**src/rtl/npc_pkg.sv**
```systemverilog
package npc_pkg;
  typedef enum logic [1:0] {
    NPC_SEQ    = 2'd0,
    NPC_BRANCH = 2'd1,
    NPC_JUMP   = 2'd2,
    NPC_REG    = 2'd3
  } npc_sel_e;
endpackage

```
**src/rtl/npc_incr.sv**
```systemverilog
module npc_incr #(
  parameter int ADDR_W = 32,
  parameter int STEP   = 4
) (
  input  logic [ADDR_W-1:0] pc_i,
  output logic [ADDR_W-1:0] pc_next_o
);
  assign pc_next_o = pc_i + ADDR_W'(STEP);
endmodule

```
**src/rtl/npc_branch_add.sv**
```systemverilog
module npc_branch_add #(
  parameter int ADDR_W = 32,
  parameter int IMM_W  = 16
) (
  input  logic [ADDR_W-1:0] base_i,
  input  logic [IMM_W-1:0]  imm_i,
  output logic [ADDR_W-1:0] target_o
);
  localparam int EXT_W = ADDR_W - IMM_W - 2;

  logic [ADDR_W-1:0] offset;
  // sign-extend, then scale words to bytes
  assign offset   = {{EXT_W{imm_i[IMM_W-1]}}, imm_i, 2'b00};
  assign target_o = base_i + offset;
endmodule

```
**src/rtl/npc_jump_cat.sv**
```systemverilog
module npc_jump_cat #(
  parameter int ADDR_W = 32,
  parameter int JUMP_W = 26
) (
  input  logic [ADDR_W-1:0] pc_i,
  input  logic [JUMP_W-1:0] jump_idx_i,
  output logic [ADDR_W-1:0] target_o
);
  localparam int UP_W = ADDR_W - JUMP_W - 2;

  assign target_o = {pc_i[ADDR_W-1 -: UP_W], jump_idx_i, 2'b00};
endmodule

```
**src/rtl/npc_unit.sv**
```systemverilog
module npc_unit
  import npc_pkg::*;
#(
  parameter int              ADDR_W   = 32,
  parameter int              JUMP_W   = 26,
  parameter int              IMM_W    = 16,
  parameter logic [ADDR_W-1:0] RST_ADDR = '0
) (
  input  logic              clk_i,
  input  logic              rst_ni,
  input  logic [1:0]        pc_sel_i,
  input  logic [JUMP_W-1:0] jump_idx_i,
  input  logic [IMM_W-1:0]  imm_i,
  input  logic [ADDR_W-1:0] rs_val_i,
  output logic [ADDR_W-1:0] pc_o,
  output logic [ADDR_W-1:0] pc_plus4_o
);
  logic [ADDR_W-1:0] pc_q;
  logic [ADDR_W-1:0] pc_d;
  logic [ADDR_W-1:0] seq_pc;
  logic [ADDR_W-1:0] br_pc;
  logic [ADDR_W-1:0] jmp_pc;
  npc_sel_e          sel;

  npc_incr #(.ADDR_W(ADDR_W), .STEP(4)) u_incr (
    .pc_i      (pc_q),
    .pc_next_o (seq_pc)
  );

  // dedicated adder: ALU is busy with the branch compare
  npc_branch_add #(.ADDR_W(ADDR_W), .IMM_W(IMM_W)) u_br (
    .base_i   (seq_pc),
    .imm_i    (imm_i),
    .target_o (br_pc)
  );

  npc_jump_cat #(.ADDR_W(ADDR_W), .JUMP_W(JUMP_W)) u_jmp (
    .pc_i       (pc_q),
    .jump_idx_i (jump_idx_i),
    .target_o   (jmp_pc)
  );

  assign sel = npc_sel_e'(pc_sel_i);

  always_comb begin
    unique case (sel)
      NPC_BRANCH: pc_d = br_pc;
      NPC_JUMP:   pc_d = jmp_pc;
      NPC_REG:    pc_d = rs_val_i;
      default:    pc_d = seq_pc;
    endcase
  end

  always_ff @(posedge clk_i or negedge rst_ni) begin
    if (!rst_ni) pc_q <= RST_ADDR;
    else         pc_q <= pc_d;
  end

  assign pc_o       = pc_q;
  assign pc_plus4_o = seq_pc;
endmodule

```
**config.mk**
```make
export PLATFORM = sky130hd
export DESIGN_NAME = npc_unit
export DESIGN_NICKNAME = d
export VERILOG_FILES = /design/src/rtl/npc_pkg.sv /design/src/rtl/npc_incr.sv /design/src/rtl/npc_branch_add.sv /design/src/rtl/npc_jump_cat.sv /design/src/rtl/npc_unit.sv
export SDC_FILE = /design/constraint.sdc
export NUM_CORES = 1
export LEC_CHECK = 0
export BUFFER_PORTS_ARGS = -buffer_cell sky130_fd_sc_hd__buf_4
export CORE_AREA = 2 2 90 92
export CTS_CLUSTER_DIAMETER = 150
export DETAILED_ROUTE_END_ITERATION = 7
export DIE_AREA = 0 0 92 94
export HOLD_SLACK_MARGIN = 0.02
export PLACE_DENSITY = 0.86
export RECOVER_POWER = 100
export SLEW_MARGIN = 5
export SYNTH_ARGS = -nofsm -noshare
export SYNTH_HDL_FRONTEND = slang
export SYNTH_HIERARCHICAL = 1
export SYNTH_SLANG_ARGS = --single-unit
```
**constraint.sdc**
```tcl
create_clock -name clk_i -period 6.08 [get_ports clk_i]
set_clock_uncertainty 0.2 [all_clocks]
set_input_delay 1.52 -clock clk_i [delete_from_list [all_inputs] [get_ports clk_i]]
set_output_delay 1.52 -clock clk_i [all_outputs]
set_load 0.02 [all_outputs]
```
# After elaboration in Yosys (flattened, before gate mapping)

Index checks and enable logic that the tools add are counted.

Bits in writable memories: 0
Output and inout port bits: 64
ROM bits: 0
Register bits: 32
Memories: 0
Bits in latches: 0

Add/sub/neg operators: 2
Div/mod/pow operators: 0
Multiply operators: 0
Equality and inequality tests: 3
Shift operators: 0
Muxes and demuxes: 1
Reduce and logical (&&, ||, !) cells: 0
Magnitude comparators: 0
Bitwise operators: 0

Operators with widths:

| kind                                                                  | number |
|---|---|
| 32-bit case mux with 3 select lines                                   | 1 |
| 32-bit by 3-bit adder with 32-bit output, second input constant       | 1 |
| 32-bit adder                                                          | 1 |
| 2-bit equality test, second input constant                            | 2 |
| 2-bit by 1-bit equality test with 1-bit output, second input constant | 1 |

# Longest topological paths before layout

Depth in word-level cells: 3
Depth in mapped cells: 15
Gate-level depth less buffers: 14

# Modules after synthesis

Netlist, hierarchy kept.

By module, submodules not included:

| module         | seq. area each (µm²) | cells each | times used | area an instance (µm²) |
|---|---|---|---|---|
| npc_branch_add | 0.0                  | 237        | 1          | 1764.2 |
| npc_unit       | 800.8                | 71         | 1          | 1615.3 |
| npc_incr       | 0.0                  | 83         | 1          | 580.6 |
| npc_jump_cat   | 0.0                  | 33         | 1          | 244.0 |

# Least setup slack after synthesis

No wires, ideal clock.

Path type: register -> register
Start point: register pc_q[4] (netlist: pc_o[4])
End point: register pc_q[30] (netlist: pc_o[30])
Path slack: 1.938 ns
Clock period less this slack: 4.142 ns
Stages on the path, launching flop included: 15
Arrival time: 3.802 ns
Required time: 5.740 ns
Setup time: 0.140 ns
Cells stage by stage: dfrtp_1 -> nand4_1 -> or2_2 -> nor3_1 -> xor2_1 -> ha_1 -> buf_2 -> a21oi_1 -> nor2_1 -> o311a_1 -> o21ai_2 -> o311ai_4 -> a32oi_1 -> xnor2_1 -> mux4_1

Word-level cells in the longest chain between the ends: 3

Ends and longest elaborated chain:

| what                                     | line                 | RTL |
|---|---|---|
| start: declaration                       | npc_unit.sv:18       | `logic [ADDR_W-1:0] pc_q;` |
| start signal: assignment                 | npc_unit.sv:56       | `else pc_q <= pc_d;` |
| 32-bit by 3-bit adder with 32-bit output | npc_incr.sv:8        | `assign pc_next_o = pc_i + ADDR_W'(STEP);` |
| via pc_plus4_o[15]                       | npc_unit.sv:16       | `output logic [ADDR_W-1:0] pc_plus4_o` |
| 32-bit adder                             | npc_branch_add.sv:14 | `assign target_o = base_i + offset;` |
| via br_pc[30]                            | npc_unit.sv:21       | `logic [ADDR_W-1:0] br_pc;` |
| 32-bit case mux with 3 select lines      | npc_unit.sv:46       | `unique case (sel)` |
| via pc_d[30]                             | npc_unit.sv:19       | `logic [ADDR_W-1:0] pc_d;` |

The timed path passes the listed nets, and every way through them passes these cells.
A chain may end at the register's enable or synchronous reset.

# Final worst setup path

Start point: register pc_q[2] (netlist: pc_o[2])
End point: register pc_q[30] (netlist: pc_o[30])

Word-level cells in the longest chain between the ends: 3

Ends and longest elaborated chain:

| what                                     | line |
|---|---|
| 32-bit by 3-bit adder with 32-bit output | npc_incr.sv:8 |
| 32-bit adder                             | npc_branch_add.sv:14 |
| via br_pc[30]                            | npc_unit.sv:21 |
| 32-bit case mux with 3 select lines      | npc_unit.sv:46 |
| via pc_d[30]                             | npc_unit.sv:19 |

The timed path passes the listed nets, and every way through them passes these cells.

==> metrics.md <==
| Metric | Value |
|---|---|
| Average instance area after synthesis | `9.92 um2` |
| Portion of the post-synthesis area used by sequential elements | `0.190` |
| Avg WL per Cell | `18.2 um` |
| Critical path buffers and inverters | `0` |
| Post-Route Setup TNS | `0 ps` |
| Maximum net fanout on the critical path | `8` |
| Placer Congestion | `0.901` |
| Largest net degree at the start of global routing | `33` |
| Final HPWL from detailed placement | `roughly 8.9 mm` |
| Post-cts sizing count | `0` |
| Hold WC Path Type | `reg2reg` |
| Violated checks | `max-capacitance violations, max-slew violations` |
| CTS Root Buffer Type | `sky130_fd_sc_hd__clkbuf_8` |
| Share of final-layout standard cells stronger than drive strength 1 | `0.262` |
| Cell total after placement | `613` |
| Cell type group with the largest total delay on the critical path | `simple AND/OR/NAND/NOR gates` |
| Post-synthesis cell area | `between 4000 and 5000 um2` |
| Top-level port count | `~140` |
| Number of pins with negative max-slew slack in the final report | `66` |
| Starting density of the core | `0.553` |
| Number of vias per cell | `5.94` |
| Commonest register cell after synthesis | `sky130_fd_sc_hd__dfrtp_1` |
| Total internal power | `1.17 mW` |
| Total global-route track usage | `0.262` |
| Floorplan core area | `7610 um2` |
| Die area | `8650 um2` |
| Hold Fails Final Rpt | `0` |
| Synth area leaders | `sky130_fd_sc_hd__dfrtp_1 (19%), sky130_fd_sc_hd__mux4_2 (16%), sky130_fd_sc_hd__ha_1 (8.9%)` |
| Clock H-tree levels | `2` |
| Share of the synthesized area in the top cell type | `0.190` |
| Ys Warns | `6` |
| Cell area after layout | `4780 um2` |
| Flip-flop count of the largest register, all copies and words added | `32` |
| Largest stage delay on the critical path | `730 ps` |
| Final routed DRC violation total | `0` |
| Antenna-violating nets left | `0` |
| Source-to-sink clock delay at the later pin of the worst-skew pair | `280 ps` |
| Die Y-Extent | `94 um` |
| Initial antenna violation count | `0` |
| Port Buffer Count | `141` |
| Post-placement cell area | `4970 um2` |
| EDFF count, synth | `0` |
| Hold_ws | `450 ps` |
| Critical path cell sequence | `ha_1 -> nand3_1 -> nor4_4 -> nand2_1 -> xnor2_1 -> ha_1 -> nand2_1 -> nor2_1 -> nand3_1 -> o311ai_0 -> a32oi_1 -> xnor2_1 -> mux4_1` |
| Data arrival time of the critical path | `4740 ps` |
| Clock tree from TritonCTS | `built` |
| Result of the run | `finished with violations` |
| Slowest cell on crit path | `sky130_fd_sc_hd__o311ai_0` |
| Sink count of the clock tree | `32` |
| Share of the cycle needed by the critical path after routing | `0.788` |
| Kind of start point of the critical path | `register` |
| Worst VDD drop | `0.257 mV` |
| DRT Pass-1 Iters | `5` |
| Setup Fix Bufs, Post-CTS | `0` |
| Commonest cells after routing, fill and taps aside | `sky130_fd_sc_hd__buf_4 (77), sky130_fd_sc_hd__clkbuf_1 (64), sky130_fd_sc_hd__xnor2_1 (40)` |
| Logic gate share of total power | `0.764` |
| Vias in the first global route | `3,687` |
| RSZ-0062 raised after global routing | `false` |
| Leading cell type in the layout, fill and taps excluded | `sky130_fd_sc_hd__buf_4` |
| Net total in the final layout | `627` |
| Width of the die | `92 um` |
| Clock-pin slew of the registers on the worst-case setup and hold paths | `70 ps` |
| Highest Clock Rate | `0.209 GHz` |
| Leakage power figure | `2.00 nW` |
| Post-detailed-routing wire length | `11.3 mm` |
| Number of distinct library cell variants in the gate-level netlist after synthesis | `62` |
| Area growth, synth to finish | `13.7%` |
| Setup Crit Path Kind | `reg2reg` |
| Largest area contributor in the netlist | `sky130_fd_sc_hd__dfrtp_1` |
| Power density normalized to cell area | `539 nW/um2` |
| Total clock buffers created by CTS | `5` |
| Sw power | `1.40 mW` |
| Post-Route Utilization | `0.628` |
| First DRT Iteration DRCs | `roughly 190` |
| Net switching fraction of the power | `0.546` |
| Cell count after synthesis | `between 400 and 500` |
| Max cap viols | `2` |
| Normalized max-slew margin | `-0.709` |
| Portion of total power attributed to the clock network | `0.060` |
| Overflow left after global routing | `0` |
| Transition at the pin with the smallest max-transition slack | `between 2000 and 3000 ps` |
| Final antenna diode count | `0` |
| Hold-fix buffers, CTS | `0` |
| Ys async rst share | `1.00` |
| Reg2Reg Setup Slack | `1290 ps` |
| Final-report setup violation count | `0` |
| Register share of total power | `0.177` |
| Non-filler instance count after layout | `618` |
| Number of buffers between clock root and the deepest sink | `2` |
| Required time of the critical path | `just over 6000 ps` |
| Vias after detailed routing | `about 3,700` |
| Final min period | `4790 ps` |
| Standard-cell row count | `32` |
| Register bit count reported by yosys | `32` |
| Kind of end point of the critical path | `register` |
| Global-route wire length before repair | `18.0 mm` |
[worst reg2reg max path, cell delays in order (launching register included)]
cell                       delay, ps
sky130_fd_sc_hd__dfrtp_1         410
sky130_fd_sc_hd__ha_1            210
sky130_fd_sc_hd__nand3_1         300
sky130_fd_sc_hd__nor4_4          620
sky130_fd_sc_hd__nand2_1         150
sky130_fd_sc_hd__xnor2_1         210
sky130_fd_sc_hd__ha_1            470
sky130_fd_sc_hd__nand2_1         150
sky130_fd_sc_hd__nor2_1          190
sky130_fd_sc_hd__nand3_1         110
sky130_fd_sc_hd__o311ai_0        730
sky130_fd_sc_hd__a32oi_1         240
sky130_fd_sc_hd__xnor2_1         180
sky130_fd_sc_hd__mux4_1          490
[power by group through the flow]
stage	Combinational, mW	Sequential (mW)	Clock, mW
after floorplan	1.43	0.554	0
after global placement	2.11	0.450	0
after detailed placement	2.14	0.460	0
after CTS	2.15	0.457	0.160
after global routing	2.13	0.472	0.168
final	1.97	0.455	0.154
[per-stage QoR]
stage          setup slack (ps)  power, mW
2_1_floorplan              1940       1.98
4_1_cts                    1750       2.76
3_3_place_gp               1670       2.56
3_5_place_dp               1630       2.60
6_report                   1290       2.57
5_1_grt                     886       2.77
[final cells by class]
class                           count  area, um2
Timing Repair Buffer              141        818
Inverter                           14       52.6
Tap cell                          102        128
Multi-Input combinational cell    324       2910
Sequential cell                    32        801
Fill cell                         715       2830
Clock buffer                        5       68.8
[Yosys cell counts (all sizes together) (14+ instances only)]
cell and number:
inv 14, nand2 29, nor2 23, o21ai 17, nand3 19, a21o 15, xnor2 40, ha 30
a21oi 26, buf 48, dfrtp 32, nand4 16, xor2 15, mux4 32
[path summary, 6_finish.rpt]
check,start,to,cells after the start
min reg2reg,pc_o[0],pc_o[0],1
min,pc_o[0],pc_o[0],1
max reg2reg,pc_o[2],pc_o[30],13
min in group asynchronous,rst_ni,pc_o[19],1
max in group asynchronous,rst_ni,pc_o[5],1
max,pc_o[2],pc_o[30],13
[logic make-up after synthesis]
family,after synthesis,synth area share
buf+inv,69,0.113
flops,32,0.190
other cells,1,0.000892
mux,32,0.173
compound gates,89,0.167
simple gates,115,0.148
fa+ha+maj,31,0.0940
xor+xnor,55,0.115
[metal layers]
layer	global-route usage	wire, um
met5	0	0
met4	0.0622	121
met3	0.0385	713
met2	0.458	5630
met1	0.344	4810
Note: power is estimated with default switching activity, not from simulation.
